**config.mk**
```make
export PLATFORM = sky130hd
export DESIGN_NAME = hsmooth_rot3
export DESIGN_NICKNAME = d
export VERILOG_FILES = /design/src/rtl/hsr_pkg.sv /design/src/rtl/hsr_raster.sv /design/src/rtl/hsr_window.sv /design/src/rtl/hsr_kernel.sv /design/src/rtl/hsr_linebuf.sv /design/src/rtl/hsmooth_rot3.sv
export SDC_FILE = /design/constraint.sdc
export NUM_CORES = 1
export LEC_CHECK = 0
export BUFFER_PORTS_ARGS = -buffer_cell sky130_fd_sc_hd__buf_2
export CORE_MARGIN = 2
export CORE_UTILIZATION = 65
export DETAILED_ROUTE_END_ITERATION = 10
export PLACE_DENSITY = 0.92
export SLEW_MARGIN = 20
export SYNTH_ARGS = -nofsm -noshare
export SYNTH_HDL_FRONTEND = slang
export SYNTH_SLANG_ARGS = --single-unit
```
**constraint.sdc**
```tcl
create_clock -name clk -period 1.7 [get_ports clk]
set_clock_uncertainty 0.1 [all_clocks]
set_input_delay 0.17 -clock clk [delete_from_list [all_inputs] [get_ports clk]]
set_output_delay 0.17 -clock clk [all_outputs]
set_load 0.1 [all_outputs]
```
**src/rtl/hsr_pkg.sv**
```systemverilog
package hsr_pkg;

  typedef logic [1:0] rot3_t;

  function automatic rot3_t rot3_next(input rot3_t p);
    return (p == 2'd2) ? 2'd0 : p + 2'd1;
  endfunction

  function automatic rot3_t rot3_prev(input rot3_t p);
    return (p == 2'd0) ? 2'd2 : p - 2'd1;
  endfunction

endpackage

```
**src/rtl/hsr_raster.sv**
```systemverilog
module hsr_raster
  import hsr_pkg::*;
#(
  parameter int COLS = 8,
  parameter int ROWS = 6,
  parameter int CW   = $clog2(COLS),
  parameter int RW   = $clog2(ROWS)
) (
  input  logic          clk,
  input  logic          rst_n,
  input  logic          adv,
  output logic [CW-1:0] col,
  output logic [RW-1:0] row,
  output rot3_t         cptr,
  output rot3_t         rptr
);

  localparam logic [CW-1:0] LAST_COL = CW'(COLS - 1);
  localparam logic [RW-1:0] LAST_ROW = RW'(ROWS - 1);

  logic [CW-1:0] col_d;
  logic [RW-1:0] row_d;
  rot3_t         cptr_d;
  rot3_t         rptr_d;

  always_comb begin
    col_d  = col;
    row_d  = row;
    cptr_d = cptr;
    rptr_d = rptr;
    if (adv) begin
      if (col == LAST_COL) begin
        col_d  = '0;
        cptr_d = 2'd0;
        if (row == LAST_ROW) begin
          row_d  = '0;
          rptr_d = 2'd0;
        end else begin
          row_d  = row + 1'b1;
          rptr_d = rot3_next(rptr);
        end
      end else begin
        col_d  = col + 1'b1;
        cptr_d = rot3_next(cptr);
      end
    end
  end

  always_ff @(posedge clk or negedge rst_n) begin
    if (!rst_n) begin
      col  <= '0;
      row  <= '0;
      cptr <= 2'd0;
      rptr <= 2'd0;
    end else if (adv) begin
      col  <= col_d;
      row  <= row_d;
      cptr <= cptr_d;
      rptr <= rptr_d;
    end
  end

  // idle cycles leave the raster position untouched
  a_r9_stall_hold: assert property (@(posedge clk) disable iff (!rst_n)
    !adv |=> ($stable(col) && $stable(row) && $stable(cptr) && $stable(rptr)));

  // frame wrap returns to the origin and buffer 0
  a_r10_frame_wrap: assert property (@(posedge clk) disable iff (!rst_n)
    (adv && col == LAST_COL && row == LAST_ROW) |=> (col == '0 && row == '0 && rptr == 2'd0));

  // window slot pointer tracks column modulo 3
  a_r2_slot_tracks_col: assert property (@(posedge clk) disable iff (!rst_n)
    (32'(cptr) == (32'(col) % 32'd3)));

  // buffer pointer tracks row modulo 3
  a_r6_bank_tracks_row: assert property (@(posedge clk) disable iff (!rst_n)
    (32'(rptr) == (32'(row) % 32'd3)));

endmodule

```
**src/rtl/hsr_window.sv**
```systemverilog
module hsr_window
  import hsr_pkg::*;
#(
  parameter int PIX_W = 8
) (
  input  logic             clk,
  input  logic             load,
  input  rot3_t            cptr,
  input  logic [PIX_W-1:0] pix_in,
  output logic [PIX_W-1:0] tap_m1,
  output logic [PIX_W-1:0] tap_c,
  output logic [PIX_W-1:0] tap_p1
);

  logic [PIX_W-1:0] slot [3];

  always_ff @(posedge clk) begin
    for (int s = 0; s < 3; s++) begin
      if (load && cptr == rot3_t'(s)) slot[s] <= pix_in;
    end
  end

  // column c-2 sits in slot (c+1) mod 3, column c-1 in slot (c-1) mod 3
  always_comb begin
    tap_m1 = slot[rot3_next(cptr)];
    tap_c  = slot[rot3_prev(cptr)];
    tap_p1 = pix_in;
  end

endmodule

```
**src/rtl/hsr_kernel.sv**
```systemverilog
module hsr_kernel #(
  parameter int                  PIX_W   = 8,
  parameter int                  COEF_W  = 8,
  parameter int                  SHIFT   = 4,
  parameter logic [3*COEF_W-1:0] TAP_TBL = {8'd0, 8'd4, 8'd8}
) (
  input  logic [PIX_W-1:0] px_m1,
  input  logic [PIX_W-1:0] px_c,
  input  logic [PIX_W-1:0] px_p1,
  output logic [PIX_W-1:0] res
);

  localparam int ACC_W = PIX_W + COEF_W + 2;
  localparam int MAXV  = (1 << PIX_W) - 1;

  logic [2:0][PIX_W-1:0] px;
  logic [2:0][ACC_W-1:0] prod;
  logic [ACC_W-1:0]      acc;
  logic [ACC_W-1:0]      scaled;

  assign px = {px_p1, px_c, px_m1};

  for (genvar t = 0; t < 3; t++) begin : g_tap
    localparam int OFS  = t - 1;
    localparam int AIDX = (OFS < 0) ? -OFS : OFS;
    localparam logic [COEF_W-1:0] WGT = TAP_TBL[AIDX*COEF_W +: COEF_W];
    assign prod[t] = ACC_W'(px[t]) * ACC_W'(WGT);
  end

  always_comb begin
    acc    = prod[0] + prod[1] + prod[2];
    scaled = acc >> SHIFT;
    res    = (scaled > ACC_W'(MAXV)) ? PIX_W'(MAXV) : scaled[PIX_W-1:0];
  end

endmodule

```
**src/rtl/hsr_linebuf.sv**
```systemverilog
module hsr_linebuf #(
  parameter int COLS  = 8,
  parameter int PIX_W = 8,
  parameter int CW    = $clog2(COLS)
) (
  input  logic             clk,
  input  logic             rst_n,
  input  logic             wr_en,
  input  logic [1:0]       wr_bank,
  input  logic [CW-1:0]    wr_col,
  input  logic [PIX_W-1:0] wr_data,
  input  logic             rd_en,
  input  logic [1:0]       rd_bank,
  input  logic [CW-1:0]    rd_col,
  output logic [PIX_W-1:0] rd_data
);

  logic [2:0][PIX_W-1:0] bank_rd;
  logic [PIX_W-1:0]      rd_sel;

  for (genvar b = 0; b < 3; b++) begin : g_bank
    logic [PIX_W-1:0] mem [COLS];
    always_ff @(posedge clk) begin
      if (wr_en && wr_bank == 2'(b)) mem[wr_col] <= wr_data;
    end
    assign bank_rd[b] = mem[rd_col];
  end

  always_comb begin
    rd_sel = bank_rd[0];
    if (rd_bank == 2'd1) rd_sel = bank_rd[1];
    if (rd_bank == 2'd2) rd_sel = bank_rd[2];
  end

  always_ff @(posedge clk or negedge rst_n) begin
    if (!rst_n)     rd_data <= '0;
    else if (rd_en) rd_data <= rd_sel;
  end

  // only three buffers exist
  a_r6_bank_range: assert property (@(posedge clk) disable iff (!rst_n)
    wr_en |-> (wr_bank != 2'd3));

  // read data holds when no read is requested
  a_r8_read_hold: assert property (@(posedge clk) disable iff (!rst_n)
    !rd_en |=> $stable(rd_data));

endmodule

```
**src/rtl/hsmooth_rot3.sv**
```systemverilog
module hsmooth_rot3
  import hsr_pkg::*;
#(
  parameter int                  IMG_W   = 8,
  parameter int                  IMG_H   = 6,
  parameter int                  PIX_W   = 8,
  parameter int                  COEF_W  = 8,
  parameter int                  SHIFT   = 4,
  parameter logic [3*COEF_W-1:0] TAP_TBL = {8'd0, 8'd4, 8'd8}
) (
  input  logic                     clk,
  input  logic                     rst_n,
  input  logic                     pix_valid,
  input  logic [PIX_W-1:0]         pix_data,
  input  logic                     rd_en,
  input  logic [1:0]               rd_bank,
  input  logic [$clog2(IMG_W)-1:0] rd_col,
  output logic [PIX_W-1:0]         rd_data
);

  localparam int CW = $clog2(IMG_W);
  localparam int RW = $clog2(IMG_H);
  localparam logic [CW-1:0] LAST_COL = CW'(IMG_W - 1);
  localparam logic [RW-1:0] LAST_ROW = RW'(IMG_H - 1);

  // reset: asserted asynchronously, released on the clock
  logic [1:0] rst_sync;
  logic       rst_n_i;

  always_ff @(posedge clk or negedge rst_n) begin
    if (!rst_n) rst_sync <= 2'b00;
    else        rst_sync <= {rst_sync[0], 1'b1};
  end
  assign rst_n_i = rst_sync[1];

  logic [CW-1:0]    col;
  logic [RW-1:0]    row;
  rot3_t            cptr;
  rot3_t            rptr;
  logic [PIX_W-1:0] tap_m1, tap_c, tap_p1;
  logic [PIX_W-1:0] filt;

  hsr_raster #(.COLS(IMG_W), .ROWS(IMG_H), .CW(CW), .RW(RW)) u_raster (
    .clk  (clk),
    .rst_n(rst_n_i),
    .adv  (pix_valid),
    .col  (col),
    .row  (row),
    .cptr (cptr),
    .rptr (rptr)
  );

  hsr_window #(.PIX_W(PIX_W)) u_window (
    .clk   (clk),
    .load  (pix_valid),
    .cptr  (cptr),
    .pix_in(pix_data),
    .tap_m1(tap_m1),
    .tap_c (tap_c),
    .tap_p1(tap_p1)
  );

  hsr_kernel #(.PIX_W(PIX_W), .COEF_W(COEF_W), .SHIFT(SHIFT), .TAP_TBL(TAP_TBL)) u_kernel (
    .px_m1(tap_m1),
    .px_c (tap_c),
    .px_p1(tap_p1),
    .res  (filt)
  );

  // one write per accepted pixel: column 0 at c=0, the right border at c=1,
  // and the centre c-1 from c=2 on
  logic             wr_en_d, wr_en_q;
  logic [1:0]       wr_bank_d, wr_bank_q;
  logic [CW-1:0]    wr_col_d, wr_col_q;
  logic [PIX_W-1:0] wr_data_d, wr_data_q;
  logic             interior;

  always_comb begin
    interior  = (row != '0) && (row != LAST_ROW) && (col >= CW'(2));
    wr_en_d   = pix_valid;
    wr_bank_d = rptr;
    if (col == '0)           wr_col_d = '0;
    else if (col == CW'(1))  wr_col_d = LAST_COL;
    else                     wr_col_d = col - 1'b1;
    wr_data_d = interior ? filt : '0;
  end

  always_ff @(posedge clk or negedge rst_n_i) begin
    if (!rst_n_i) wr_en_q <= 1'b0;
    else          wr_en_q <= wr_en_d;
  end

  always_ff @(posedge clk) begin
    if (wr_en_d) begin
      wr_bank_q <= wr_bank_d;
      wr_col_q  <= wr_col_d;
      wr_data_q <= wr_data_d;
    end
  end

  hsr_linebuf #(.COLS(IMG_W), .PIX_W(PIX_W), .CW(CW)) u_linebuf (
    .clk    (clk),
    .rst_n  (rst_n_i),
    .wr_en  (wr_en_q),
    .wr_bank(wr_bank_q),
    .wr_col (wr_col_q),
    .wr_data(wr_data_q),
    .rd_en  (rd_en),
    .rd_bank(rd_bank),
    .rd_col (rd_col),
    .rd_data(rd_data)
  );

  // a pixel beat produces exactly one write on the next cycle
  a_r8_write_follows_beat: assert property (@(posedge clk) disable iff (!rst_n_i)
    pix_valid |=> wr_en_q);
  a_r8_no_write_when_idle: assert property (@(posedge clk) disable iff (!rst_n_i)
    !pix_valid |=> !wr_en_q);

  // border columns are written as zero
  a_r4_border_zero: assert property (@(posedge clk) disable iff (!rst_n_i)
    (wr_en_q && (wr_col_q == '0 || wr_col_q == LAST_COL)) |-> (wr_data_q == '0));

  // first and last rows are written as zero
  a_r5_edge_rows_zero: assert property (@(posedge clk) disable iff (!rst_n_i)
    (pix_valid && (row == '0 || row == LAST_ROW)) |=> (wr_data_q == '0));

endmodule

```
==> results.md <==
- # IOs: 25
- Pin count of the biggest net entering global routing: 25
- Final ANT Viol Nets: 0
- Drt initial violations: 1176
- Final HPWL DP: roughly 16 mm
- Post-synth ARST share: 0.0840
- Total CTS buffers: 25
- Htree depth: 1
- Clock Sinks: 250
- WL/cell: around 32 µm
- Post-synthesis compound-gate area fraction: 0.0453
- Initial Util: 0.667
- Max_cap viols: 0
- Combinational share of power: 0.490
- Sw power: 0.0110 W
- Drt pass-1 iters: 7
- Synth warn: 0
- Non-Filler Instances: 1018
- Post-Syn Area: around 0.011 mm²
- Worst setup path category: flip-flop to flip-flop
- Post-synthesis adder-cell area fraction: 0.0303
- Sequential area share after synthesis: 0.699
- Cell count after synthesis: around 610
- Peak VDD IR: about 0.002 V
- Pint: roughly 0.018 W
- Worst hold margin: 0.0778 ns
- Die H: approximately 130 µm
- Routability cong.: 0.862
- Die Area: ~0.017 mm²
- Port bufs: 24
- Worst slew margin: 0.201
- Status: complete, but fails checks
- Post-synth EDFFs: around 230
- Worst path max stage delay: a little over 0.4 ns
- Worst EP required: around 1.9 ns
- Largest family of logic cells by synthesized area: multiplexers
- CTS clock-pin slew for the worst setup and hold paths: 0.07 ns
- GRT Max-Usage Layer: met2
- Vias in the first global route: roughly 7100
- Violated checks: setup timing
- Worst-Margin Slew: approximately 1.2 ns
- M2 GR Usage: 0.610
- RSZ-0062 raised after global routing: true
- #FFs+latches synth: 250
- Critical Path Start Type: flip-flop
- Post-synthesis mux area share: 0.147
- Area of the core: ~0.016 mm²
- Power Total: slightly below 0.03 W
- Share of cells above drive strength 1: 0.409
- Count of cell types in the netlist: 47
- Antenna violations before repair: 0
- Pleak: roughly 4.8 nW
- Clk pwr share: 0.191
- Chip width: 132 µm
- Clock Path Buffers: 3
- Final WS setup: -2.27 ns
- Avg Synthesized Cell Area: ~17 µm²
- Placed cell count: 922
- P&R area growth vs syn: 26.9%
- # rows: 46
- Slowest cell on crit path: dfrtp_1
- Fin. Hold Viols: 0
- Worst-path cell chain: buf_4 > ha_4 > buf_6 > mux2i_2 > a21oi_2 > ha_1 > o21ai_2 > nor2_1 > o21a_1 > nor2_1 > xnor2_1 > ha_1 > buf_4 > nand4_1 > a41oi_4 > mux2i_1 > o211ai_1
- Worst min path class: input pin to flip-flop
- Final setup fails: 121
- DR vias: between 7000 and 8000
- Global Route met1 Usage: 0.448
- Arrival @ worst endpoint: 4.13 ns
- GRT overflow: 0
- Synth Area in XOR/XNOR: 0.00910
- Clk Latency, worst-skew pair: between 0.5 and 0.6 ns
- Setup crit end kind: flip-flop
- Fin. max-slew vios: 0
- Post-Syn Nets: approximately 660
- Vias per cell: between 6 and 7
- GRT Total Usage: 0.354
- Minimum clock period: between 3 and 4 ns
- Period utilization: 2.34
- Nets: between 800 and 900
- Simple-Gate Fraction of Synth Area: 0.0528
- Clock Tree Root: clkbuf_16
- TritonCTS clock tree: done
- Ys flop type: edfxtp_1
- FMAX: 252 MHz
- DRC violations left: 0
- Sw Ratio: 0.378
- Pwr Density: between 2000 and 2500 mW/mm²
- First-pass GRT wire length: between 40 and 50 mm
- CP max FO: 4
- R2R setup slack: -2.27 ns
- Final WL: 32.2 mm
- Seq pwr share: 0.320
- M3 GR Usage: 0.0610
-- sequential cells by signal, indices dropped and copies added (netlist names) --
signal and cells:
rst_sync 2, u_linebuf.g_bank.mem 192, u_linebuf.rd_data 8, u_raster.col 3, u_raster.cptr 2, u_raster.row 3, u_raster.rptr 2, u_window.slot 24
wr_bank_q 2, wr_col_q 3, wr_data_q 8, wr_en_q 1
-- worst max-delay path: cells and delay by family (launching register included) --
kind,cells,cell delay (ns)
AO/OA/AOI/OAI,5,0.84
XOR/XNOR,1,0.13
adder cells (fa/ha/maj),3,0.91
buffers and inverters,3,0.42
flip-flops,1,0.41
multiplexers,2,0.48
AND/OR/NAND/NOR,3,0.42
-- power by group through the flow --
stage	combinational, W	sequential (W)	clock, W
after global routing	0.0151	0.00933	0.00576
after floorplan	0.00637	0.00913	0
after global placement	0.00984	0.00906	0
after detailed placement	0.0105	0.00923	0
after CTS	0.0120	0.00918	0.00545
final	0.0143	0.00931	0.00555
-- cell usage after synthesis (4+ instances only) --
cell / number / share of area
a211oi_1: 4 / 0.0028
a21oi_1: 32 / 0.015
and2_1: 4 / 0.0024
buf_4: 5 / 0.0035
clkbuf_1: 15 / 0.0053
dfrtp_1: 21 / 0.050
edfxtp_1: 229 / 0.65
ha_1: 24 / 0.028
inv_1: 9 / 0.0032
mux2_2: 5 / 0.0053
mux2i_1: 30 / 0.028
mux4_2: 52 / 0.11
nand2_1: 27 / 0.0096
nand2b_1: 6 / 0.0035
nand3_1: 6 / 0.0028
nand3b_1: 9 / 0.0064
nor2_1: 60 / 0.021
o211ai_1: 4 / 0.0028
o21ai_0: 19 / 0.0090
xnor2_1: 9 / 0.0074
-- timing repair --
item	CTS	global route
pin swaps	31	32
hold buffers	12	0
endpoints found under the setup margin	198	157
endpoints found under the hold margin	34	0
setup buffers	23	16
gates resized for setup	53	41
-- cell families (layout without fill, tap and decap cells) --
group | count (synthesis) | in the layout
flip-flops | 250 | 250
AND/OR/NAND/NOR | 122 | 122
multiplexers | 88 | 88
AO/OA/AOI/OAI | 80 | 80
buffers and inverters | 36 | 224
adder cells (fa/ha/maj) | 25 | 25
XOR/XNOR | 11 | 11
other | 1 | 2
-- per-layer routing --
layer | vias to the layer above | part of all wire
li1 | 2767 | -
met1 | 3507 | 0.32
met2 | 684 | 0.50
met3 | 162 | 0.11
met4 | 0 | 0.072
met5 | - | 0
-- path summary, 6_finish.rpt --
kind	startpoint	end	cells after the start
max in group asynchronous	rst_n	rst_sync[1]	3
min reg2reg	rst_sync[1]	u_raster.col[1]	1
max	u_raster.cptr[1]	wr_data_q[6]	17
max reg2reg	u_raster.cptr[1]	wr_data_q[6]	17
min in group asynchronous	rst_sync[1]	u_raster.col[1]	1
min	rd_bank[1]	u_linebuf.rd_data[6]	4
-- cell usage in the layout (no fill, tap or decap), types with 9 or more instances in the layout --
cell type	netlist	layout
a21oi_2	0	16
buf_12	0	17
buf_6	2	17
o21ai_0	19	10
dlygate4sd3_1	0	12
nor2_1	60	37
buf_4	5	100
nor2_4	0	17
nand2_1	27	24
xnor2_1	9	9
buf_2	3	24
mux2i_1	30	27
edfxtp_1	229	229
dfrtp_1	21	21
clkbuf_16	0	25
ha_1	24	17
nand3b_1	9	9
a21oi_1	32	15
mux4_2	52	53
-- final cells by class --
type	count	area, µm²
antenna	1	2.50
inverter	9	33.8
fill	617	2450
tap	216	270
timing repair buffer	170	1520
clock buffer	33	676
clock inverter	12	123
multi-input combinational	327	3410
sequential	250	7400
-- per-stage QoR --
stage / setup WS, ns / utilization / area, µm² / TNS (ns)
2_1_floorplan: -1.95 / - / 10800 / -15.08
3_3_place_gp: -1.94 / 0.744 / 11800 / -20.52
3_5_place_dp: -2.20 / 0.744 / 11800 / -31.28
4_1_cts: -2.00 / 0.826 / 13100 / -17.32
5_1_grt: -2.42 / 0.846 / 13400 / -26.85
6_report: -2.27 / 0.846 / 13400 / -25.04
Note: power is estimated with default switching activity, not from simulation.
